File: config.mk
export PLATFORM = sky130hd
export DESIGN_NAME = pkt_hdr_seq
export DESIGN_NICKNAME = d
export VERILOG_FILES = /design/src/rtl/pkt_hdr_seq.sv
export SDC_FILE = /design/constraint.sdc
export NUM_CORES = 1
export LEC_CHECK = 0
export BUFFER_PORTS_ARGS = -buffer_cell sky130_fd_sc_hd__buf_2
export CORE_MARGIN = 2
export CORE_UTILIZATION = 30
export DETAILED_ROUTE_END_ITERATION = 6
export SYNTH_ARGS = -nofsm -noshare
export SYNTH_HDL_FRONTEND = slang
export SYNTH_SLANG_ARGS = --single-unit
File: constraint.sdc
create_clock -name clk -period 4.7 [get_ports clk]
set_input_delay 0.235 -clock clk [delete_from_list [all_inputs] [get_ports clk]]
set_output_delay 0.235 -clock clk [all_outputs]
set_load 0.03 [all_outputs]
File: src/rtl/pkt_hdr_seq.sv
module pkt_hdr_seq #(
  parameter int LEN_W = 12
) (
  input  logic        clk,
  input  logic        rst_n,
  input  logic [31:0] tx_data,
  input  logic        tx_empty,
  output logic        tx_pop,
  output logic        cmd_valid,
  input  logic        cmd_ready,
  output logic [2:0]  cmd_op,
  output logic [7:0]  cmd_byte,
  input  logic        rsp_valid,
  input  logic        rsp_nak,
  output logic        pkt_done,
  output logic        proto_err,
  output logic        nak_err,
  output logic [7:0]  pkt_id,
  output logic [3:0]  ctrl_id
);
  localparam int CNT_W = LEN_W + 1;

  localparam logic [2:0] OP_START = 3'd0, OP_RESTART = 3'd1, OP_ADDR = 3'd2,
                         OP_WRITE = 3'd3, OP_READ = 3'd4, OP_STOP = 3'd5,
                         OP_HOLD = 3'd6, OP_RAW = 3'd7;

  typedef enum logic [3:0] {
    ST_W0, ST_W1, ST_W2, ST_DROP, ST_START, ST_SB, ST_SBRS, ST_HS,
    ST_HSRS, ST_A1, ST_A2, ST_DATA, ST_END, ST_ABORT, ST_RSP
  } st_t;

  st_t st, ret, nxt;
  logic [CNT_W-1:0] left;
  logic [31:0] wbuf;
  logic        wvalid;
  logic [1:0]  bidx;
  logic        f_hs, f_cont, f_sb, f_rd, f_ten, f_ie, f_rs;
  logic [9:0]  addr;
  logic [2:0]  maddr;
  logic        drop, chk, chk_n, aborting;
  logic        hs;

  assign hs = cmd_valid && cmd_ready;

  assign tx_pop = !tx_empty &&
                  (st == ST_W0 || st == ST_W1 || st == ST_W2 || st == ST_DROP ||
                   (st == ST_DATA && !f_rd && !wvalid));

  always_comb begin
    cmd_valid = 1'b1;
    cmd_op    = OP_START;
    cmd_byte  = 8'h00;
    case (st)
      ST_START: ;
      ST_SB: begin
        cmd_op   = OP_RAW;
        cmd_byte = 8'h01;
      end
      ST_SBRS, ST_HSRS: cmd_op = OP_RESTART;
      ST_HS: begin
        cmd_op   = OP_RAW;
        cmd_byte = {5'b00001, maddr};
      end
      ST_A1: begin
        cmd_op   = OP_ADDR;
        cmd_byte = f_ten ? {5'b11110, addr[9:8], f_rd} : {addr[6:0], f_rd};
      end
      ST_A2: begin
        cmd_op   = OP_ADDR;
        cmd_byte = addr[7:0];
      end
      ST_DATA: begin
        if (f_rd) begin
          cmd_op   = OP_READ;
          cmd_byte = {7'b0, left == CNT_W'(1)};
        end else begin
          cmd_op    = OP_WRITE;
          cmd_byte  = wbuf[{bidx, 3'b000} +: 8];
          cmd_valid = wvalid;
        end
      end
      ST_END:   cmd_op = f_rs ? OP_HOLD : OP_STOP;
      ST_ABORT: cmd_op = OP_STOP;
      default:  cmd_valid = 1'b0;
    endcase
  end

  always_comb begin
    chk_n = (st == ST_A1) || (st == ST_A2) || (st == ST_DATA && !f_rd);
    case (st)
      ST_START: nxt = f_sb ? ST_SB : (f_hs ? ST_HS : ST_A1);
      ST_SB:    nxt = ST_SBRS;
      ST_SBRS:  nxt = f_hs ? ST_HS : ST_A1;
      ST_HS:    nxt = ST_HSRS;
      ST_HSRS:  nxt = ST_A1;
      ST_A1:    nxt = f_ten ? ST_A2 : ST_DATA;
      ST_A2:    nxt = ST_DATA;
      ST_DATA:  nxt = (left == CNT_W'(1)) ? ST_END : ST_DATA;
      default:  nxt = ST_W0;
    endcase
  end

  always_ff @(posedge clk or negedge rst_n) begin
    if (!rst_n) begin
      st <= ST_W0;
      ret <= ST_W0;
      left <= '0;
      wbuf <= '0;
      wvalid <= 1'b0;
      bidx <= '0;
      {f_hs, f_cont, f_sb, f_rd, f_ten, f_ie, f_rs} <= '0;
      addr <= '0;
      maddr <= '0;
      drop <= 1'b0;
      chk <= 1'b0;
      aborting <= 1'b0;
      pkt_done <= 1'b0;
      proto_err <= 1'b0;
      nak_err <= 1'b0;
      pkt_id <= '0;
      ctrl_id <= '0;
    end else begin
      pkt_done  <= 1'b0;
      proto_err <= 1'b0;
      nak_err   <= 1'b0;
      case (st)
        ST_W0: if (!tx_empty) begin
          pkt_id  <= tx_data[23:16];
          ctrl_id <= tx_data[15:12];
          drop    <= (tx_data[31:28] != 4'd0) || !tx_data[4];
          st      <= ST_W1;
        end
        ST_W1: if (!tx_empty) begin
          left <= CNT_W'(tx_data[LEN_W-1:0]) + CNT_W'(1);
          st   <= ST_W2;
        end
        ST_W2: if (!tx_empty) begin
          f_hs   <= tx_data[22];
          f_cont <= tx_data[21];
          f_sb   <= tx_data[20];
          f_rd   <= tx_data[19];
          f_ten  <= tx_data[18];
          f_ie   <= tx_data[17];
          f_rs   <= tx_data[16];
          maddr  <= tx_data[14:12];
          addr   <= tx_data[10:1];
          wvalid <= 1'b0;
          bidx   <= '0;
          aborting <= 1'b0;
          if (!drop) st <= ST_START;
          else if (tx_data[19]) begin
            proto_err <= 1'b1;
            st <= ST_W0;
          end else st <= ST_DROP;
        end
        ST_DROP: if (!tx_empty) begin
          if (left <= CNT_W'(4)) begin
            proto_err <= 1'b1;
            st <= ST_W0;
          end else left <= left - CNT_W'(4);
        end
        ST_RSP: if (rsp_valid) begin
          if (chk && rsp_nak && !f_cont) st <= ST_ABORT;
          else if (ret == ST_W0) begin
            st <= ST_W0;
            if (aborting) nak_err <= 1'b1;
            else pkt_done <= f_ie;
          end else st <= ret;
        end
        default: begin
          if (tx_pop) begin
            wbuf   <= tx_data;
            wvalid <= 1'b1;
          end
          if (hs) begin
            ret <= nxt;
            chk <= chk_n;
            st  <= ST_RSP;
            if (st == ST_ABORT) aborting <= 1'b1;
            if (st == ST_DATA) begin
              left <= left - CNT_W'(1);
              bidx <= bidx + 2'd1;
              if (bidx == 2'd3 || left == CNT_W'(1)) wvalid <= 1'b0;
            end
          end
        end
      endcase
    end
  end
endmodule


After elaboration in Yosys (flattened, before gate mapping)

Cells that the tools add are included.

Logic and storage cells: 160
Bits in registers: 94
Input bits: 38

Equality and inequality tests: 23
Reduce and logical (&&, ||, !) cells: 44
Muxes and demuxes: 60
Shifts and indexed selects: 1
Order comparisons: 1
Bitwise gates (word level): 4
Add/sub/neg operators: 4

Operators by type and width:

| operator                                                                          | number |
|---|---|
| 13-bit two-way mux                                                                | 5 |
| 4-bit two-way mux                                                                 | 11 |
| 8-bit case mux with 5 select lines                                                | 1 |
| 13-bit case mux with 3 select lines                                               | 1 |
| 4-bit case mux with 8 select lines                                                | 1 |
| 32-bit by 6-bit variable part select with 8-bit output                            | 1 |
| 4-bit equality test, second input constant                                        | 7 |
| 1-bit two-way mux                                                                 | 24 |
| 4-bit case mux with 5 select lines                                                | 1 |
| 3-bit case mux with 6 select lines                                                | 1 |
| 4-bit by 3-bit equality test with 1-bit output, second input constant             | 4 |
| 8-bit two-way mux                                                                 | 2 |
| 12-bit by 1-bit adder with 13-bit output, second input constant                   | 1 |
| 13-bit by 1-bit equality test with 1-bit output, second input constant            | 1 |
| 13-bit by 3-bit less-or-equal comparator with 1-bit output, second input constant | 1 |
| 13-bit by 1-bit subtractor with 13-bit output, second input constant              | 1 |
| 13-bit by 3-bit subtractor with 13-bit output, second input constant              | 1 |
| 2-bit inequality test, second input constant                                      | 6 |
| 2-bit two-way mux                                                                 | 5 |
| 2-bit AND reduction                                                               | 5 |
| 3-bit two-way mux                                                                 | 3 |
| 9-bit OR reduction                                                                | 1 |
| 4-bit by 2-bit equality test with 1-bit output, second input constant             | 2 |
| 4-bit zero test                                                                   | 2 |
| other kinds (21)                                                                  | 49 |

Logic depth before layout (Yosys ltp)

Gate-level depths: netlist of run 1.

Word-level depth: 11
Gate-level depth with buffers: 8
Depth with buffers taken out: 7

Worst setup path before layout of run 1

Ideal clock, no wire load.

Path type: flip-flop to output port
From: register left[2]
To: output cmd_byte[0]
Setup slack: 1,970 ps
Required time: 4,465 ps
Data arrival time: 2,495 ps
Cell stages (with the launch flop): 7
Path buffers: 0
Cell sequence: dfrtp_1 inv_1 ha_1 nor4b_1 and4_1 nor2_1 o311ai_0

Cells in the longest elaborated chain, start to end: 3

Ends and longest elaborated chain:

| what                                            | line | text |
|---|---|---|
| start, declared                                 | 33   | `logic [CNT_W-1:0] left;` |
| start signal, assigned                          | 134  | `left <= CNT_W'(tx_data[LEN_W-1:0]) + CNT_W'(1);` |
| start signal, assigned                          | 160  | `end else left <= left - CNT_W'(4);` |
| start signal, assigned                          | 181  | `left <= left - CNT_W'(1);` |
| 13-bit by 1-bit equality test with 1-bit output | 75   | `cmd_byte = {7'b0, left == CNT_W'(1)};` |
| 8-bit two-way mux                               | 73   | `if (f_rd) begin` |
| 8-bit case mux with 5 select lines              | 53   | `case (st)` |
| end, declared                                   | 12   | `output logic [7:0] cmd_byte,` |

Every way passes these cells.

Worst setup path after layout of run 1

From: register st[3]
To: output cmd_byte[0]

Cells in the longest elaborated chain, start to end: 2
Elaborated cells on any way between the ends: 6

Ends and longest elaborated chain:

| what                                                                                  | line | text |
|---|---|---|
| start, declared                                                                       | 32   | `st_t st, ret, nxt;` |
| start signal, assigned                                                                | 168  | `end else st <= ret;` |
| 4-bit equality test or 4-bit by 3-bit equality test with 1-bit output (tied branches) | 53   |  |
| 8-bit case mux with 5 select lines (*)                                                | 53   |  |

Mark *: on every way between the ends. The rest lies on a longest branch, timed or not.

==> results of run 1 <==
worst max-delay path: cells and delay by family (launching register included):
family,cells,cell delay (ns)
and+or+nand+nor,4,1.22
DFF,1,0.86
buffers and inverters,1,0.30
AOI/OAI and AO/OA,1,0.21
layout make-up:
cell class | count | area (µm²) | share of cell area
Sequential cell | 94 | 2352 | 0.3813
Multi-Input combinational cell | 360 | 2754 | 0.4464
Clock inverter | 6 | 95.09 | 0.01541
Inverter | 19 | 71.32 | 0.01156
Timing Repair Buffer | 73 | 390.4 | 0.06327
Tap cell | 225 | 281.5 | 0.04563
Clock buffer | 9 | 225.2 | 0.03650
metal layers:
layer,GRT usage,part of all wire
met1,0.2134,0.46
met3,0.02391,0.030
met5,0,0
met4,0.07904,0.024
met2,0.2518,0.49
stage by stage:
stage | setup WS (ns) | cell area (µm²) | instances
3_5_place_dp | 1.568 | 5839 | 770
5_1_grt | 1.286 | 6170 | 786
4_1_cts | 1.486 | 6170 | 786
6_report | 1.514 | 6170 | 786
3_3_place_gp | 1.695 | 5839 | 770
2_1_floorplan | 1.970 | 5343 | 506
logic make-up after synthesis:
| logic type | count (synthesis) | share of synthesized area |
|---|---|---|
| flip-flops | 94 | 0.4403 |
| AO/OA/AOI/OAI | 125 | 0.1478 |
| AND/OR/NAND/NOR | 146 | 0.1471 |
| buffers and inverters | 52 | 0.04730 |
| multiplexers | 74 | 0.1881 |
| adder cells (fa/ha/maj) | 7 | 0.01639 |
| XOR/XNOR | 8 | 0.01312 |
registers in the layout, indices dropped and copies added, names as in the netlist, 2 cells and up:
signal and cells:
left 13, addr 10, wbuf 32, maddr 3, bidx 2, pkt_id 8, ctrl_id 4, ret 4
st 4
report_power, final:
group | internal, W | switching (W)
combinational | 0.000695 | 0.000837
sequential | 0.00117 | 0.000348
clock | 0.000469 | 0.000330
total | 0.00233 | 0.00152
placed cells by master (no fill, tap or decap), types with 3 or more instances in the layout:
cell type                    n
sky130_fd_sc_hd__nor4_1      5
sky130_fd_sc_hd__mux4_2      8
sky130_fd_sc_hd__a31oi_1     9
sky130_fd_sc_hd__dfrtp_1    94
sky130_fd_sc_hd__nand3_1    14
sky130_fd_sc_hd__o22a_1      3
sky130_fd_sc_hd__and3_1      3
sky130_fd_sc_hd__buf_2      64
sky130_fd_sc_hd__nand4_1     5
sky130_fd_sc_hd__a21oi_1    31
sky130_fd_sc_hd__clkbuf_16   9
sky130_fd_sc_hd__nand2b_1    8
sky130_fd_sc_hd__o21ai_0    29
sky130_fd_sc_hd__nor3b_1     3
sky130_fd_sc_hd__a32oi_1     5
sky130_fd_sc_hd__buf_4       8
sky130_fd_sc_hd__o22ai_1     4
sky130_fd_sc_hd__nor3_1      7
sky130_fd_sc_hd__mux2_4     23
sky130_fd_sc_hd__inv_1      18
sky130_fd_sc_hd__a2bb2oi_1   3
sky130_fd_sc_hd__o211ai_1    5
sky130_fd_sc_hd__mux2i_1     4
sky130_fd_sc_hd__o2bb2ai_1   3
sky130_fd_sc_hd__xnor2_1     6
sky130_fd_sc_hd__mux2_1     14
sky130_fd_sc_hd__mux2_2     25
sky130_fd_sc_hd__nor2b_1     4
sky130_fd_sc_hd__nand2_1    31
sky130_fd_sc_hd__nor2_1     42
sky130_fd_sc_hd__ha_1        7
sky130_fd_sc_hd__o21ai_1    10
path summary, 6_finish.rpt:
path | slack, ns | endpoint | depth (start not counted)
worst min register to register | 0.48 | pkt_id[5]$_DFFE_PN0P_ | 1
min in group asynchronous | 0.52 | left[7]$_DFFE_PN0P_ | 2
worst min-delay path | 0.10 | wbuf[25]$_DFFE_PN0P_ | 2
worst max register to register | 1.54 | wbuf[20]$_DFFE_PN0P_ | 4
max in group asynchronous | 3.19 | f_ten$_DFFE_PN0P_ | 3
worst max-delay path | 1.51 | cmd_byte[0] | 6
==> flow_results.xml, run 1 <==
<?xml version="1.0" encoding="UTF-8"?>
<metrics>
  <group name="outcome">
    <metric name="run_status" unit="">completed</metric>
  </group>
  <group name="clocking">
    <metric name="cts_buffers" unit="">9</metric>
    <metric name="cts.hold.buffers_added" unit="">1</metric>
    <metric name="post_cts.resized_instances" unit="">0</metric>
    <metric name="post_cts_buffers" unit="">0</metric>
    <metric name="clockBufferDepth" unit="">2</metric>
    <metric name="clk_pin_slew_worst_paths" unit="ns">0.07</metric>
    <metric name="clk_root_buffer_cell" unit="">sky130_fd_sc_hd__clkbuf_16</metric>
    <metric name="clkLatencyLatePin" unit="ns">0.36</metric>
    <metric name="tritoncts" unit="">yes</metric>
    <metric name="h-tree-depth" unit="">3</metric>
    <metric name="clkSinkCount" unit="">94</metric>
  </group>
  <group name="global_routing">
    <metric name="grt_first_pass_wirelength" unit="µm">22750</metric>
    <metric name="grt.overflow.total" unit="">0</metric>
    <metric name="globalRouteTotalUtil" unit="">0.1594</metric>
    <metric name="maximum_number_of_pins_on_one_net_before_global_route_repair" unit="">60</metric>
    <metric name="grt_pass1_vias" unit="">4094</metric>
    <metric name="antenna_found_initial" unit="">0</metric>
  </group>
  <group name="routing">
    <metric name="drcViolationCount" unit="">0</metric>
    <metric name="detailedRoute.firstPassIterationCount" unit="">4</metric>
    <metric name="antenna_violating_nets_post_route" unit="">0</metric>
    <metric name="initialDrtViolationCount" unit="">285</metric>
    <metric name="avgRoutedWirePerCell" unit="µm">18.23</metric>
    <metric name="via_per_inst" unit="">5.260</metric>
    <metric name="dr_total_vias" unit="">4134</metric>
    <metric name="wirelength" unit="µm">14330</metric>
  </group>
  <group name="yosys">
    <metric name="synth.avg_cell_area" unit="µm²">10.56</metric>
    <metric name="yosysWarnings" unit="">0</metric>
    <metric name="synth_enable_flop_cells" unit="">0</metric>
    <metric name="synth.cells.most_frequent" unit="">94 x sky130_fd_sc_hd__dfrtp_1, 42 x sky130_fd_sc_hd__nor2_1, 31 x sky130_fd_sc_hd__a21oi_1, 31 x sky130_fd_sc_hd__nand2_1, 29 x sky130_fd_sc_hd__o21ai_0</metric>
    <metric name="synth_register_bits" unit="">94</metric>
    <metric name="synthTopCellsByArea" unit="">sky130_fd_sc_hd__dfrtp_1 44%, sky130_fd_sc_hd__mux2_4 6.5%, sky130_fd_sc_hd__mux2_2 5.3%</metric>
    <metric name="post-synth-top-area-cell" unit="">sky130_fd_sc_hd__dfrtp_1</metric>
    <metric name="synth_largest_type_area_fraction" unit="">0.4403</metric>
    <metric name="area_of_the_mapped_netlist" unit="µm²">5343</metric>
    <metric name="async_flop_share" unit="">1.000</metric>
    <metric name="synth_most_common_cell" unit="">sky130_fd_sc_hd__dfrtp_1</metric>
    <metric name="synth_fp_nets" unit="">551</metric>
    <metric name="synth_sequential_area_ratio" unit="">0.4403</metric>
    <metric name="netlist_instances" unit="">506</metric>
    <metric name="ys_types" unit="">71</metric>
    <metric name="synth_top_flop_cell" unit="">sky130_fd_sc_hd__dfrtp_1</metric>
  </group>
  <group name="floorplan">
    <metric name="die_w" unit="µm">137.5</metric>
    <metric name="core.rowCount" unit="">48</metric>
    <metric name="die_outline_height" unit="µm">137.5</metric>
    <metric name="floorplan.die_area" unit="µm²">18890</metric>
    <metric name="boundaryPins" unit="">66</metric>
    <metric name="design.core.area" unit="µm²">17360</metric>
    <metric name="floorplan.initialDensity" unit="">0.3078</metric>
  </group>
  <group name="sta">
    <metric name="final_clock_skew" unit="ns">0.01034</metric>
    <metric name="unrepaired_setup_endpoints_after_global_routing" unit="">no</metric>
    <metric name="final_setup_vio_count" unit="">0</metric>
    <metric name="timing.slew.headroom" unit="">0.3178</metric>
    <metric name="max_freq" unit="MHz">313.9</metric>
    <metric name="worst-slew-pin-transition" unit="ns">1.023</metric>
    <metric name="slew_viol_final" unit="">0</metric>
    <metric name="timing.final.crit_period" unit="ns">3.186</metric>
    <metric name="setup_total_negative_slack" unit="ns">0</metric>
    <metric name="period_share" unit="">0.6779</metric>
    <metric name="timing_hold_violations_final" unit="">0</metric>
    <metric name="fin_worst_hold_slack" unit="ns">0.1046</metric>
  </group>
  <group name="placement">
    <metric name="port_bufs" unit="">65</metric>
    <metric name="globalplace.congestion" unit="">0.8505</metric>
    <metric name="hpwlAfterDp" unit="µm">10410</metric>
  </group>
  <group name="critical_path">
    <metric name="reg2reg_start" unit="">st[3]$_DFFE_PN0P_</metric>
    <metric name="critical_path_peak_fanout" unit="">27</metric>
    <metric name="critical_path_class" unit="">reg -&gt; out</metric>
    <metric name="worst_path_max_stage_delay" unit="ns">0.86</metric>
    <metric name="timing.critical_path.required" unit="ns">4.47</metric>
    <metric name="critPathArrivalTime" unit="ns">2.95</metric>
    <metric name="crit_path_start" unit="">st[3]$_DFFE_PN0P_</metric>
    <metric name="timing.critical_path.cells" unit="">nor2b_4 -&gt; nand3_2 -&gt; nor2_1 -&gt; nand2_1 -&gt; o311ai_0 -&gt; buf_2</metric>
    <metric name="worstSetupStartpointType" unit="">flop</metric>
    <metric name="crit_path_end_kind" unit="">primary output</metric>
    <metric name="worst_path_max_delay_cell" unit="">sky130_fd_sc_hd__dfrtp_1</metric>
  </group>
  <group name="pwr">
    <metric name="worst_ir_drop_vdd" unit="mV">0.3065</metric>
    <metric name="design_power_total" unit="W">0.003846</metric>
    <metric name="power_density" unit="nW/µm²">623.3</metric>
    <metric name="leakagePower" unit="nW">2.680</metric>
  </group>
  <group name="flow_run">
    <metric name="drv_cap" unit="">0</metric>
  </group>
  <group name="cells_and_area">
    <metric name="n_antenna_cell" unit="">0</metric>
    <metric name="nets" unit="">602</metric>
    <metric name="final_layout_size_suffix_gt1_frac" unit="">0.2763</metric>
    <metric name="area.growth.synth_to_final" unit="%">15.48</metric>
    <metric name="fin_util" unit="">0.3555</metric>
    <metric name="fillers" unit="">1735</metric>
  </group>
  <group name="worst_hold_path">
    <metric name="hold_class" unit="">in -&gt; reg</metric>
    <metric name="hold_start" unit="">tx_data[25]</metric>
  </group>
</metrics>
(Power assumes the default switching activity.)
==> inputs of run 2 (changes only) <==
==> constraint.sdc (replaced) <==
create_clock -name clk -period 3.2 [get_ports clk]
set_input_delay 0.16 -clock clk [delete_from_list [all_inputs] [get_ports clk]]
set_output_delay 0.16 -clock clk [all_outputs]
set_load 0.03 [all_outputs]
==> flow_results.xml, run 2 (same netlist as run 1, synthesis figures left out) <==
<?xml version="1.0" encoding="UTF-8"?>
<metrics>
  <group name="sta">
    <metric name="slew_viol_final" unit="">0</metric>
    <metric name="worst-slew-pin-transition" unit="ns">0.6875</metric>
    <metric name="setup_total_negative_slack" unit="ns">0</metric>
    <metric name="final_clock_skew" unit="ns">0.009318</metric>
    <metric name="timing.final.crit_period" unit="ns">2.847</metric>
    <metric name="fin_ws" unit="ns">0.3528</metric>
    <metric name="unrepaired_setup_endpoints_after_global_routing" unit="">no</metric>
    <metric name="period_share" unit="">0.8897</metric>
    <metric name="timing.slew.headroom" unit="">0.5417</metric>
    <metric name="final_setup_vio_count" unit="">0</metric>
    <metric name="max_freq" unit="MHz">351.2</metric>
    <metric name="timing_hold_violations_final" unit="">0</metric>
  </group>
  <group name="placement">
    <metric name="hpwlAfterDp" unit="µm">10510</metric>
    <metric name="worst_case_setup_slack_after_placement" unit="ns">0.7163</metric>
    <metric name="globalplace.congestion" unit="">0.9096</metric>
    <metric name="port_bufs" unit="">65</metric>
  </group>
  <group name="global_routing">
    <metric name="grt_first_pass_wirelength" unit="µm">23080</metric>
    <metric name="maximum_number_of_pins_on_one_net_before_global_route_repair" unit="">45</metric>
    <metric name="grt_pass1_vias" unit="">4149</metric>
    <metric name="antenna_found_initial" unit="">0</metric>
    <metric name="globalRouteTotalUtil" unit="">0.1606</metric>
    <metric name="grt.overflow.total" unit="">0</metric>
  </group>
  <group name="routing">
    <metric name="via_per_inst" unit="">5.283</metric>
    <metric name="wirelength" unit="µm">14380</metric>
    <metric name="drcViolationCount" unit="">0</metric>
    <metric name="avgRoutedWirePerCell" unit="µm">18.11</metric>
    <metric name="initialDrtViolationCount" unit="">342</metric>
    <metric name="antenna_violating_nets_post_route" unit="">0</metric>
    <metric name="dr_total_vias" unit="">4195</metric>
    <metric name="detailedRoute.firstPassIterationCount" unit="">6</metric>
  </group>
  <group name="critical_path">
    <metric name="critPathArrivalTime" unit="ns">2.69</metric>
    <metric name="critical_path_class" unit="">reg -&gt; out</metric>
    <metric name="r2r_end" unit="">wbuf[20]$_DFFE_PN0P_</metric>
    <metric name="critical_path_peak_fanout" unit="">5</metric>
    <metric name="reg2reg_start" unit="">st[2]$_DFFE_PN0P_</metric>
    <metric name="worstSetupStartpointType" unit="">flop</metric>
    <metric name="ff2ff_path_depth" unit="">5</metric>
    <metric name="timing.critical_path.required" unit="ns">3.04</metric>
    <metric name="reg2reg_setup_slack" unit="ns">0.66</metric>
    <metric name="crit_path_end_kind" unit="">primary output</metric>
  </group>
  <group name="worst_hold_path">
    <metric name="hold-path-endpoint" unit="">wbuf[24]$_DFFE_PN0P_</metric>
    <metric name="hold_path_depth" unit="">2</metric>
    <metric name="hold_start" unit="">tx_data[24]</metric>
    <metric name="hold_class" unit="">in -&gt; reg</metric>
  </group>
  <group name="clocking">
    <metric name="post_cts.resized_instances" unit="">0</metric>
    <metric name="clk_pin_slew_worst_paths" unit="ns">0.07</metric>
    <metric name="h-tree-depth" unit="">3</metric>
    <metric name="clkLatencyLatePin" unit="ns">0.35</metric>
    <metric name="post_cts_buffers" unit="">0</metric>
    <metric name="cts_buffers" unit="">9</metric>
    <metric name="tritoncts" unit="">yes</metric>
    <metric name="clockBufferDepth" unit="">2</metric>
    <metric name="cts.hold.buffers_added" unit="">1</metric>
    <metric name="clk_root_buffer_cell" unit="">sky130_fd_sc_hd__clkbuf_16</metric>
    <metric name="clkSinkCount" unit="">94</metric>
  </group>
  <group name="cells_and_area">
    <metric name="top_flop_regs" unit="">wbuf: 32 flops, left: 13 flops, addr: 10 flops</metric>
    <metric name="area.growth.synth_to_final" unit="%">16.39</metric>
    <metric name="max_flop_register" unit="">wbuf</metric>
    <metric name="final_cell_mix" unit="">94 x sky130_fd_sc_hd__dfrtp_1, 64 x sky130_fd_sc_hd__buf_2, 42 x sky130_fd_sc_hd__nor2_1</metric>
    <metric name="largest_register_ff_count" unit="">32</metric>
    <metric name="nets" unit="">609</metric>
    <metric name="n_antenna_cell" unit="">0</metric>
    <metric name="final_layout_size_suffix_gt1_frac" unit="">0.2830</metric>
    <metric name="mostFrequentLayoutCell" unit="">sky130_fd_sc_hd__dfrtp_1</metric>
    <metric name="fillers" unit="">1731</metric>
  </group>
  <group name="pwr">
    <metric name="worst_ir_drop_vdd" unit="mV">0.4020</metric>
    <metric name="leakagePower" unit="nW">2.713</metric>
    <metric name="power_density" unit="nW/µm²">914.3</metric>
  </group>
  <group name="floorplan">
    <metric name="die_outline_height" unit="µm">137.5</metric>
    <metric name="design.core.area" unit="µm²">17360</metric>
    <metric name="die_w" unit="µm">137.5</metric>
    <metric name="core.rowCount" unit="">48</metric>
    <metric name="boundaryPins" unit="">66</metric>
    <metric name="floorplan.initialDensity" unit="">0.3078</metric>
    <metric name="floorplan.die_area" unit="µm²">18890</metric>
  </group>
  <group name="outcome">
    <metric name="run_status" unit="">completed</metric>
  </group>
  <group name="flow_run">
    <metric name="drv_cap" unit="">0</metric>
  </group>
</metrics>
## run 2: cell types whose count changed in the layout (fill, tap and decap cells not counted), sizes merged
cell    delta
clkbuf     +3
buf        +7
inv        -2
## run 2: power by group
part	internal (W)	switching (W)
Clock	0.000704	0.000463
Sequential	0.00171	0.000496
Combinational	0.00105	0.00126
Total	0.00347	0.00222
## run 2: worst max-delay path, cell delays in order, from the launching register on
cell and delay (ns):
sky130_fd_sc_hd__dfrtp_1 0.42, sky130_fd_sc_hd__inv_1 0.12, sky130_fd_sc_hd__ha_1 0.21, sky130_fd_sc_hd__nor4b_1 0.37, sky130_fd_sc_hd__and4_1 0.31, sky130_fd_sc_hd__nor2_1 0.07, sky130_fd_sc_hd__o311ai_0 0.53, sky130_fd_sc_hd__buf_2 0.31
## run 2: routing by layer
layer	GRT usage	wire length [µm]	up-vias
li1	-	-	1970
met2	0.2598	7041	117
met4	0.06644	357	0
met5	0	0	-
met3	0.02980	624	23
met1	0.2114	6356	2085
## run 2: worst max-delay path by stage
| stage | end | cells past startpoint | from | slack, ns |
|---|---|---|---|---|
| CTS | cmd_byte[0] | 7 | left[2]$_DFFE_PN0P_ | 0.37 |
| floorplan | cmd_byte[0] | 6 | left[2]$_DFFE_PN0P_ | 0.55 |
| finish | cmd_byte[0] | 7 | left[2]$_DFFE_PN0P_ | 0.35 |
| detailed placement | wbuf[20]$_DFFE_PN0P_ | 5 | st[2]$_DFFE_PN0P_ | 0.72 |
| global placement | cmd_byte[0] | 7 | left[2]$_DFFE_PN0P_ | 0.71 |
| global route | cmd_byte[0] | 7 | left[2]$_DFFE_PN0P_ | 0.14 |
## run 2: layout make-up
| cell class | count | area [µm²] | share of cell area |
|---|---|---|---|
| Multi-Input combinational cell | 360 | 2754 | 0.4429 |
| Tap cell | 225 | 281.5 | 0.04527 |
| Timing Repair Buffer | 80 | 442.9 | 0.07123 |
| Clock inverter | 4 | 70.07 | 0.01127 |
| Sequential cell | 94 | 2352 | 0.3783 |
| Inverter | 19 | 71.32 | 0.01147 |
| Clock buffer | 12 | 246.5 | 0.03964 |
## run 2: stage by stage
| step | cell area [µm²] | hold slack [ns] | power, W | std cells | util |
|---|---|---|---|---|---|
| after floorplan | 5343 | -0.1356 | 0.003828 | 506 | - |
| after global placement | 5892 | 0.1882 | 0.004454 | 777 | 0.3395 |
| after detailed placement | 5892 | 0.1983 | 0.004523 | 777 | 0.3395 |
| after CTS | 6218 | 0.02873 | 0.005714 | 794 | 0.3583 |
| after global routing | 6218 | 0.03843 | 0.006047 | 794 | 0.3583 |
| final | 6218 | 0.03831 | 0.005685 | 794 | 0.3583 |
